### src/rtl/slv_rsp_pkg.sv
package slv_rsp_pkg;
  typedef enum logic [3:0] {
    ST_IDLE, ST_HUNT, ST_HDR, ST_DATA, ST_CRC, ST_PRIME,
    ST_TAIL, ST_DRAIN, ST_PRE, ST_POLL, ST_ECHO
  } state_e;

  typedef enum logic [2:0] {
    ERR_NONE = 3'd0, ERR_TIMEOUT = 3'd1, ERR_STUCK = 3'd2,
    ERR_SLAVE = 3'd3, ERR_SCRC = 3'd4, ERR_RCRC = 3'd5
  } err_e;

  localparam logic [1:0] CODE_ACK  = 2'd0;
  localparam logic [1:0] CODE_BUSY = 2'd1;
  localparam logic [1:0] CODE_ERR  = 2'd2;
  localparam logic [1:0] CODE_CRC  = 2'd3;

  // x^4+x+1, MSB first
  function automatic logic [3:0] crc4_step(logic [3:0] c, logic b);
    logic fb;
    fb = b ^ c[3];
    return {c[2:0], 1'b0} ^ (fb ? 4'h3 : 4'h0);
  endfunction
endpackage

### src/rtl/slv_rsp_crc4.sv
module slv_rsp_crc4
  import slv_rsp_pkg::*;
(
  input  logic       clk_i,
  input  logic       rst_ni,
  input  logic       init_i,
  input  logic       en_i,
  input  logic       bit_i,
  output logic [3:0] crc_o
);
  always_ff @(posedge clk_i or negedge rst_ni) begin
    if (!rst_ni)     crc_o <= '0;
    else if (init_i) crc_o <= crc4_step(4'h0, 1'b1); // seed with leading 1
    else if (en_i)   crc_o <= crc4_step(crc_o, bit_i);
  end
endmodule

### src/rtl/slv_rsp_shreg.sv
module slv_rsp_shreg #(
  parameter int W = 32
) (
  input  logic         clk_i,
  input  logic         rst_ni,
  input  logic         clr_i,
  input  logic         en_i,
  input  logic         bit_i,
  output logic [W-1:0] q_o
);
  always_ff @(posedge clk_i or negedge rst_ni) begin
    if (!rst_ni)    q_o <= '0;
    else if (clr_i) q_o <= '0;
    else if (en_i)  q_o <= {q_o[W-2:0], bit_i};
  end
endmodule

### src/rtl/slv_rsp_line_drv.sv
module slv_rsp_line_drv #(
  parameter int          POLL_LEN  = 9,
  parameter logic [15:0] POLL_WORD = 16'h002A,
  parameter int          CW        = 10
) (
  input  logic          pre_i,
  input  logic          poll_i,
  input  logic          echo_i,
  input  logic [CW-1:0] idx_i,
  output logic          sdo_o,
  output logic          oe_o
);
  localparam logic [POLL_LEN:0] FRAME = {1'b1, POLL_WORD[POLL_LEN-1:0]};

  always_comb begin
    sdo_o = 1'b1;
    if (poll_i && int'(idx_i) <= POLL_LEN)
      sdo_o = ~FRAME[POLL_LEN - int'(idx_i)];
  end

  assign oe_o = pre_i | poll_i | echo_i;
endmodule

### src/rtl/slv_rsp_rx.sv
module slv_rsp_rx
  import slv_rsp_pkg::*;
#(
  parameter int          TIMEOUT_CLKS  = 1000,
  parameter int          DRAIN_CLKS    = 20,
  parameter int          MAX_RETRY     = 100,
  parameter int          PRE_POLL_CLKS = 100,
  parameter int          ECHO_CLKS     = 16,
  parameter int          PRIME_CLKS    = 100,
  parameter int          TAIL_CLKS     = 4,
  parameter int          POLL_LEN      = 9,
  parameter logic [15:0] POLL_WORD     = 16'h002A
) (
  input  logic        clk_i,
  input  logic        rst_ni,
  input  logic        start_i,
  input  logic        read_i,
  input  logic [1:0]  size_i,
  input  logic        sdi_i,
  output logic        sdo_o,
  output logic        sdo_oe_o,
  output logic        line_clk_en_o,
  output logic        done_o,
  output logic [2:0]  err_o,
  output logic [1:0]  rid_o,
  output logic [31:0] rdata_o
);
  localparam int M1   = (TIMEOUT_CLKS > PRE_POLL_CLKS) ? TIMEOUT_CLKS : PRE_POLL_CLKS;
  localparam int M2   = (PRIME_CLKS > DRAIN_CLKS) ? PRIME_CLKS : DRAIN_CLKS;
  localparam int M3   = (M1 > M2) ? M1 : M2;
  localparam int MAXC = (M3 > 64) ? M3 : 64;
  localparam int CW   = $clog2(MAXC + 1);
  localparam int RW   = $clog2(MAX_RETRY + 1);
  localparam int DW   = 32;

  state_e          state;
  logic [CW-1:0]   cnt;
  logic [RW-1:0]   retry;
  logic            rd_q;
  logic [5:0]      nbits;
  logic [2:0]      hdr;
  logic [1:0]      code;
  logic            bit_in;
  logic [3:0]      crc_exp, crc_rcv;

  assign bit_in        = ~sdi_i;
  assign code          = {hdr[0], bit_in};
  assign line_clk_en_o = (state != ST_IDLE);

  slv_rsp_crc4 u_crc (
    .clk_i (clk_i), .rst_ni(rst_ni),
    .init_i(state == ST_HUNT && bit_in),
    .en_i  (state == ST_HDR || state == ST_DATA),
    .bit_i (bit_in), .crc_o (crc_exp)
  );

  slv_rsp_shreg #(.W(DW)) u_data (
    .clk_i(clk_i), .rst_ni(rst_ni),
    .clr_i(state == ST_IDLE && start_i),
    .en_i (state == ST_DATA),
    .bit_i(bit_in), .q_o(rdata_o)
  );

  slv_rsp_shreg #(.W(4)) u_rcrc (
    .clk_i(clk_i), .rst_ni(rst_ni),
    .clr_i(state == ST_HUNT && bit_in),
    .en_i (state == ST_CRC),
    .bit_i(bit_in), .q_o(crc_rcv)
  );

  slv_rsp_line_drv #(.POLL_LEN(POLL_LEN), .POLL_WORD(POLL_WORD), .CW(CW)) u_drv (
    .pre_i (state == ST_PRE), .poll_i(state == ST_POLL), .echo_i(state == ST_ECHO),
    .idx_i (cnt), .sdo_o(sdo_o), .oe_o(sdo_oe_o)
  );

  always_ff @(posedge clk_i or negedge rst_ni) begin
    if (!rst_ni) begin
      state <= ST_IDLE; cnt <= '0; retry <= '0; rd_q <= 1'b0;
      nbits <= 6'd8; hdr <= '0; done_o <= 1'b0; err_o <= '0; rid_o <= '0;
    end else begin
      done_o <= 1'b0;
      unique case (state)
        ST_IDLE: if (start_i) begin
          state <= ST_HUNT; cnt <= '0; retry <= '0; rd_q <= read_i;
          err_o <= ERR_NONE; rid_o <= '0;
          nbits <= (size_i == 2'd0) ? 6'd8 : (size_i == 2'd1) ? 6'd16 : 6'd32;
        end
        ST_HUNT: begin
          if (bit_in) begin state <= ST_HDR; cnt <= '0; end
          else if (cnt == CW'(TIMEOUT_CLKS - 1)) begin state <= ST_DRAIN; cnt <= '0; end
          else cnt <= cnt + 1'b1;
        end
        ST_HDR: begin
          hdr <= {hdr[1:0], bit_in};
          if (cnt == CW'(3)) begin
            rid_o <= hdr[2:1];
            cnt   <= '0;
            unique case (code)
              CODE_ACK:  state <= rd_q ? ST_DATA : ST_CRC;
              CODE_BUSY: if (retry == RW'(MAX_RETRY)) begin
                  state <= ST_IDLE; done_o <= 1'b1; err_o <= ERR_STUCK;
                end else begin
                  state <= ST_PRE; retry <= retry + 1'b1;
                end
              CODE_ERR:  begin state <= ST_TAIL; err_o <= ERR_SLAVE; end
              default:   begin state <= ST_TAIL; err_o <= ERR_SCRC; end
            endcase
          end else cnt <= cnt + 1'b1;
        end
        ST_DATA: begin
          if (cnt == CW'(nbits - 6'd1)) begin state <= ST_CRC; cnt <= '0; end
          else cnt <= cnt + 1'b1;
        end
        ST_CRC: begin
          if (cnt == CW'(3)) begin
            cnt <= '0;
            if ({crc_rcv[2:0], bit_in} == crc_exp) state <= ST_PRIME;
            else begin state <= ST_IDLE; done_o <= 1'b1; err_o <= ERR_RCRC; end
          end else cnt <= cnt + 1'b1;
        end
        ST_PRIME: begin
          if (cnt == CW'(PRIME_CLKS - 1)) begin state <= ST_IDLE; done_o <= 1'b1; end
          else cnt <= cnt + 1'b1;
        end
        ST_TAIL: begin
          if (cnt == CW'(TAIL_CLKS - 1)) begin state <= ST_IDLE; done_o <= 1'b1; end
          else cnt <= cnt + 1'b1;
        end
        ST_DRAIN: begin
          if (cnt == CW'(DRAIN_CLKS - 1)) begin
            state <= ST_IDLE; done_o <= 1'b1; err_o <= ERR_TIMEOUT;
          end else cnt <= cnt + 1'b1;
        end
        ST_PRE: begin
          if (cnt == CW'(PRE_POLL_CLKS - 1)) begin state <= ST_POLL; cnt <= '0; end
          else cnt <= cnt + 1'b1;
        end
        ST_POLL: begin
          if (cnt == CW'(POLL_LEN)) begin state <= ST_ECHO; cnt <= '0; end
          else cnt <= cnt + 1'b1;
        end
        ST_ECHO: begin
          if (cnt == CW'(ECHO_CLKS - 1)) begin state <= ST_HUNT; cnt <= '0; end
          else cnt <= cnt + 1'b1;
        end
        default: state <= ST_IDLE;
      endcase
    end
  end

  // completion leaves the bus clock stopped
  p_done_idle_r10: assert property (@(posedge clk_i) disable iff (!rst_ni)
    done_o |-> !line_clk_en_o);
  // results hold while idle and not restarted
  p_hold_r10: assert property (@(posedge clk_i) disable iff (!rst_ni)
    (!line_clk_en_o && !start_i) |=> ($stable(rdata_o) && $stable(rid_o)));
  // poll count bounded
  p_retry_bound_r9: assert property (@(posedge clk_i) disable iff (!rst_ni)
    retry <= RW'(MAX_RETRY));
  // line drive never overlaps completion
  p_oe_no_done_r8: assert property (@(posedge clk_i) disable iff (!rst_ni)
    sdo_oe_o |-> (!done_o && line_clk_en_o));
  // drive window opens with the line high
  p_poll_high_r8: assert property (@(posedge clk_i) disable iff (!rst_ni)
    $rose(sdo_oe_o) |-> sdo_o);
  // timeout only reported out of the drain phase
  p_timeout_r2: assert property (@(posedge clk_i) disable iff (!rst_ni)
    (done_o && err_o == ERR_TIMEOUT) |-> $past(state) == ST_DRAIN);
  // mismatch only reported right after the CRC field
  p_rcrc_r5: assert property (@(posedge clk_i) disable iff (!rst_ni)
    (done_o && err_o == ERR_RCRC) |-> $past(state) == ST_CRC);
endmodule

### config.mk
export PLATFORM = sky130hd
export DESIGN_NAME = slv_rsp_rx
export DESIGN_NICKNAME = d
export VERILOG_FILES = /design/src/rtl/slv_rsp_pkg.sv /design/src/rtl/slv_rsp_crc4.sv /design/src/rtl/slv_rsp_shreg.sv /design/src/rtl/slv_rsp_line_drv.sv /design/src/rtl/slv_rsp_rx.sv
export SDC_FILE = /design/constraint.sdc
export NUM_CORES = 1
export LEC_CHECK = 0
export BUFFER_PORTS_ARGS = -buffer_cell sky130_fd_sc_hd__clkbuf_2
export CAP_MARGIN = 0
export CORE_MARGIN = 2
export CORE_UTILIZATION = 40
export CTS_CLUSTER_SIZE = 25
export DETAILED_ROUTE_END_ITERATION = 8
export PLACE_DENSITY_LB_ADDON = 0.05
export SETUP_SLACK_MARGIN = 0.1
export SYNTH_ARGS = -nofsm -noshare
export SYNTH_HDL_FRONTEND = slang
export SYNTH_SLANG_ARGS = --single-unit
### constraint.sdc
create_clock -name clk_i -period 3.4 [get_ports clk_i]
set_input_delay 0.17 -clock clk_i [delete_from_list [all_inputs] [get_ports clk_i]]
set_output_delay 0.17 -clock clk_i [all_outputs]
set_load 0.01 [all_outputs]
=== Yosys cells after proc, flatten, opt, wreduce, memory -nomap -nowiden ===
Memories as Yosys holds them, arrays and structs flattened.
Index checks and enable logic that the tools add are counted.
Widths: inputs -> output; s select.

* Flip-flop bits (word level): 76
* Memories: 1
* Memory bits (read-only): 16
* Input port bits: 7

{| class="wikitable"
|+ Memory list
! name !! words !! width !! read ports !! clocked after Yosys merged registers in !! wr ports !! RTL line !! RTL
|-
| (name not given) || 16 || 1 || 1 || 0 || 0 || slv_rsp_line_drv.sv:18 || <nowiki>sdo_o = ~FRAME[POLL_LEN - int'(idx_i)];</nowiki>
|}

* Reduce and logical (&&, ||, !) cells: 21
* Eq/ne operators: 41
* $lt $le $gt $ge: 2
* $add $sub $neg: 4
* Bitwise operators: 6
* Multiplexer cells: 66

{| class="wikitable"
|+ Operators with widths
! operator !! count
|-
| $mux 10 || 11
|-
| $pmux 10 s10 || 1
|-
| $mux 32 || 2
|-
| $mux 4 || 15
|-
| $pmux 4 s11 || 1
|-
| $lt 32x6->1 const B || 1
|-
| $mux 3 || 10
|-
| $ne 2x2->1 const B || 15
|-
| $mux 7 || 4
|-
| $eq 10x4->1 const B || 2
|-
| $eq 4x3->1 const B || 4
|-
| $pmux 7 s2 || 1
|-
| $eq 4x4->1 const B || 3
|-
| $mux 6 || 2
|-
| $pmux 3 s4 || 1
|-
| $mux 1 || 11
|-
| $reduce_and 11->1 || 1
|-
| $sub 4x10->11 const A || 1
|-
| $add 10x1->10 const B || 1
|-
| $eq 10x10->1 || 1
|-
| $eq 10x10->1 const B || 1
|-
| $eq 10x2->1 const B || 1
|-
| $eq 10x5->1 const B || 1
|-
| $eq 10x7->1 const B || 1
|-
| 33 further kinds || 48
|}

=== Longest topological paths before layout ===
* Word-level depth: 6
* Depth in mapped cells: 9

=== By module ===
From an unflattened synthesis, not the netlist that was laid out.

* Cells, all modules: 414
* Area total of the unflattened synthesis: 4066.4 µm²

{| class="wikitable"
|+ By module, submodules not included
! module !! cells an instance !! area an instance (µm²) !! instances
|-
| slv_rsp_rx || 274 || 2326.0 || 1
|-
| slv_rsp_shreg (u_data) || 103 || 1323.8 || 1
|-
| slv_rsp_crc4 || 14 || 191.4 || 1
|-
| slv_rsp_shreg (u_rcrc) || 13 || 160.2 || 1
|-
| slv_rsp_line_drv || 10 || 65.1 || 1
|}

=== Worst setup path after synthesis ===
No wires, ideal clock.

* Kind: register to register
* Start: reg cnt[0]
* End: reg state[0]
* Setup time: 125 ps
* Path slack: 916 ps
* Period minus slack after synthesis: 2484 ps
* Path buffers: 0
* Cell stages (with the launch flop): 8
* Data required time: 3275 ps
* Arrival: 2359 ps
* Path through: dfrtp_1 ha_1 or3b_1 nor3_1 or3_1 o311ai_1 or4b_4 mux2_4

* Cells in the longest elaborated chain, start to end: 3

{| class="wikitable"
|+ Ends and longest elaborated chain
! item !! RTL line !! RTL
|-
| start, declared || slv_rsp_rx.sv:37 || <nowiki>logic [CW-1:0] cnt;</nowiki>
|-
| start signal, assigned || slv_rsp_rx.sv:91 || <nowiki>else cnt <= cnt + 1'b1;</nowiki>
|-
| start signal, assigned || slv_rsp_rx.sv:108 || <nowiki>end else cnt <= cnt + 1'b1;</nowiki>
|-
| start signal, assigned || slv_rsp_rx.sv:112 || <nowiki>else cnt <= cnt + 1'b1;</nowiki>
|-
| $eq 10x10->1, or another cell as far along || slv_rsp_rx.sv:90 || <nowiki>else if (cnt == CW'(TIMEOUT_CLKS - 1)) begin state <= ST_DRAIN; cnt <= '0; end</nowiki>
|-
| $ne 3x2->1 (no line), or another cell as far along || - ||
|-
| $reduce_and 11->1 (no line) (*) || - ||
|-
| end signal, assigned || slv_rsp_rx.sv:99 || <nowiki>CODE_ACK: state <= rd_q ? ST_DATA : ST_CRC;</nowiki>
|-
| end, declared || slv_rsp_rx.sv:36 || <nowiki>state_e state;</nowiki>
|}

Every way passes the cells marked *; elsewhere a longest branch is shown, timed or not.
A chain may end at the register's enable or synchronous reset.

=== Final worst setup path ===
* Start: reg cnt[0]
* End: reg state[3]

Same word-level chain as after synthesis.

==> flow_metrics.env <==
export IMPL_status="finished, violations left"
export IMPL_violations="hold timing"
export IMPL_crit_buf_inv=0
export IMPL_clock_latency_ps=340
export IMPL_worstPathCellList="ha_1 -> or3b_1 -> nor3_1 -> or3_1 -> o311ai_1 -> or4b_4 -> mux2_4"
export IMPL_worst_ir_drop_vdd_mv=0.3902
export IMPL_grt_pass1_vias=3066
export IMPL_maxSlewViolCount=0
export IMPL_min_period_ps=2779
export IMPL_grt_pass1_wl_um=15900
export IMPL_utilization=0.4634
export IMPL_num_vias=3257
export IMPL_ys_async_sr_fraction=1.000
export IMPL_max_clock_path_buffers=2
export IMPL_hold_viol_final=59
export IMPL_required_ps=3630
export IMPL_post_cts_setup_buffer_count=0
export IMPL_clock_sinks=73
export IMPL_synth_edf_count=0
export IMPL_syn_area_um2=4060
export IMPL_fin_nets=505
export IMPL_drt_wl_total_um=9542
export IMPL_antenna_cells=0
export IMPL_antenna_found_initial=0
export IMPL_dieArea_um2=10970
export IMPL_crit_path_top_delay_cell="or4b_4"
export IMPL_htreeDepth=3
export IMPL_crit_path_max_incr_delay_ps=610
export IMPL_synth_flop_cell="dfrtp_1"
export IMPL_design_core_area_um2=9819
export IMPL_yosysSeqAreaShare=0.4502
export IMPL_rsz0062_at_grt="false"
export IMPL_cts_root_buf="clkbuf_8"
export IMPL_hold_slack_ps=-55.51
export IMPL_multi_input_comb_area_um2=1997
export IMPL_grt_max_degree=74
export IMPL_fmaxAchievable_mhz=359.8
export IMPL_fill_cells=981
export IMPL_die_x_um=104.8
export IMPL_cts_resized=0
export IMPL_syn_avg_cell_area_um2=9.003
export IMPL_ys_types=59
export IMPL_wire_per_inst_um=15.27
export IMPL_cts_hold_buf=1
export IMPL_syn_num_nets=468
export IMPL_setup_tns_ps=0
export IMPL_post_route_drc_count=0
export IMPL_critical_path_top_delay_family="simple AND/OR/NAND/NOR gates"
export IMPL_clk_pin_slew_ps=80
export IMPL_initial_utilization=0.4135
export IMPL_crit_type="reg2reg"
export IMPL_cts_tree="built"
export IMPL_viasPerCell=5.211
export IMPL_cap_violations=0
export IMPL_synth_cells=451
export IMPL_drive_gt1_frac=0.1809
export IMPL_rows=36
export IMPL_drt_initial_drc_count=235
export IMPL_dr_pass1_iters=4
export IMPL_synth_warnings=0
export IMPL_grt_usage=0.1796
export IMPL_finalSetupViolCount=0
export IMPL_worst_pin_slew_ps=931.6
export IMPL_cts_buffers_inserted=9
export IMPL_fin_crit_sh=0.8175
export IMPL_place_congestion=0.8428
export IMPL_hold_path_class="in2async"
export IMPL_die_h_um=104.8
export IMPL_placed_area_um2=4323
export IMPL_antenna_left=0
export IMPL_ios=48
export IMPL_worstSetupStartpointType="flip-flop"
export IMPL_finClkSkew_ps=9.763
export IMPL_post_dp_hpwl_um=6371
export IMPL_worstPathMaxFanout=7
export IMPL_finalInstanceArea_um2=4551
export IMPL_total_leakage_power_nw=2.143
export IMPL_seq_area_um2=1828
export IMPL_ys_ff_latch=73
export IMPL_arrival_ps=3010
export IMPL_slew_limit_headroom=0.3790
export IMPL_port_buffers=47
export IMPL_critPathCaptureType="flip-flop"
export IMPL_syn_to_final_growth_pct=12.08
export IMPL_power_density_nw_per_um2=742.9
export IMPL_grt_overflow=0
where the power goes:
group / internal, mW / total [mW] / switching, mW
Clock: 0.428 / 0.758 / 0.330
Sequential: 1.02 / 1.24 / 0.221
Combinational: 0.584 / 1.38 / 0.799
synth_stat cells, drive strengths merged (3+ instances only):
cell | n | area [um^2]
nand2 | 93 | 349.1
dfrtp | 72 | 1802
a21oi | 43 | 219.0
nor2 | 31 | 116.4
o21ai | 25 | 125.1
buf | 16 | 141.4
inv | 13 | 48.80
nand3 | 13 | 65.06
clkbuf | 12 | 45.04
ha | 10 | 125.1
mux2 | 9 | 116.4
nand2b | 9 | 56.30
xnor2 | 9 | 78.83
and3 | 7 | 45.05
nor3 | 7 | 40.04
xor2 | 7 | 61.31
a22o | 6 | 52.55
mux2i | 6 | 60.06
nand4 | 6 | 37.54
and2 | 5 | 31.28
nor2b | 5 | 31.28
or3 | 5 | 31.28
a211o | 3 | 26.28
a31o | 3 | 26.28
nand3b | 3 | 22.52
nor4 | 3 | 18.77
o311ai | 3 | 26.28
path summary, 6_finish.rpt:
path                                            from                    to  slack, ps  depth (start not counted)
min in group clk_i                         size_i[1]  nbits[5]$_DFFE_PN0P_         50                          3
worst min register to register  rid_o[0]$_DFFE_PN0P_  rid_o[0]$_DFFE_PN0P_        490                          2
worst max-delay path              cnt[0]$_DFFE_PN0P_  state[3]$_DFFE_PN0P_        620                          7
worst max register to register    cnt[0]$_DFFE_PN0P_  state[3]$_DFFE_PN0P_        620                          7
worst min-delay path                          rst_ni    cnt[3]$_DFFE_PN0P_        -60                          1
max in group asynchronous                     rst_ni  err_o[0]$_DFFE_PN0P_       2830                          1
layout by cell type, fill, tap and decap left out, types with 3 or more instances in the layout:
cell type,n
a22o_1,6
o21ai_0,20
xor2_1,7
and2_1,5
nor4_1,3
inv_1,13
or3_1,5
o21ai_1,5
nand3b_1,3
nand2_1,93
a211o_1,3
dfrtp_1,72
a21oi_1,42
nor3_1,6
mux2_4,4
xnor2_1,9
mux2_2,5
ha_1,10
and3_1,6
mux2i_1,6
clkbuf_2,46
nand2b_1,9
clkbuf_8,10
nor2b_1,5
a31o_2,3
nand4_1,6
nor2_1,31
buf_4,7
nand3_1,13
layer usage:
layer / GRT usage / share of wire / vias up
met5: 0 / 0 / -
met4: 0.04476 / 0.0085 / 0
met3: 0.04554 / 0.028 / 8
met2: 0.2713 / 0.45 / 45
met1: 0.2574 / 0.51 / 1577
li1: - / - / 1627
per-stage QoR:
step / worst slack, ps / cells / power (mW)
6_report: 620.6 / 625 / 3.381
5_1_grt: 478.8 / 625 / 3.631
4_1_cts: 645.5 / 625 / 3.415
3_5_place_dp: 663.0 / 609 / 2.640
3_3_place_gp: 671.9 / 609 / 2.625
2_1_floorplan: 915.9 / 451 / 2.311
worst reg2reg max path: cells and delay by family (launching register included):
kind,cells,cell delay (ps)
mux,1,320
compound gates,1,100
flops,1,420
fa+ha+maj,1,320
simple gates,4,1520
cells by family (layout without fill, tap and decap cells):
group / Yosys count / count (layout) / synth area share
compound gates: 97 / 97 / 0.1489
xor+xnor: 16 / 16 / 0.03452
fa+ha+maj: 10 / 10 / 0.03082
buf+inv: 41 / 82 / 0.05794
flops: 73 / 73 / 0.4502
mux: 15 / 15 / 0.04345
simple gates: 199 / 199 / 0.2342
final cells by class:
cell class / count / share of cell area
repair buffers: 54 / 0.06434
clock inverters: 5 / 0.01760
flip-flops and latches: 73 / 0.4017
inverters: 13 / 0.01072
multi-input cells: 337 / 0.4388
well taps: 133 / 0.03657
clock buffers: 10 / 0.03024
state kept, by name (all words and copies together), names as in the netlist, 3 cells and up:
register,count
hdr,3
nbits,3
u_crc.crc_o,4
state,4
retry,7
err_o,3
u_rcrc.q_o,3
u_data.q_o,32
cnt,10
(Power assumes the default switching activity.)
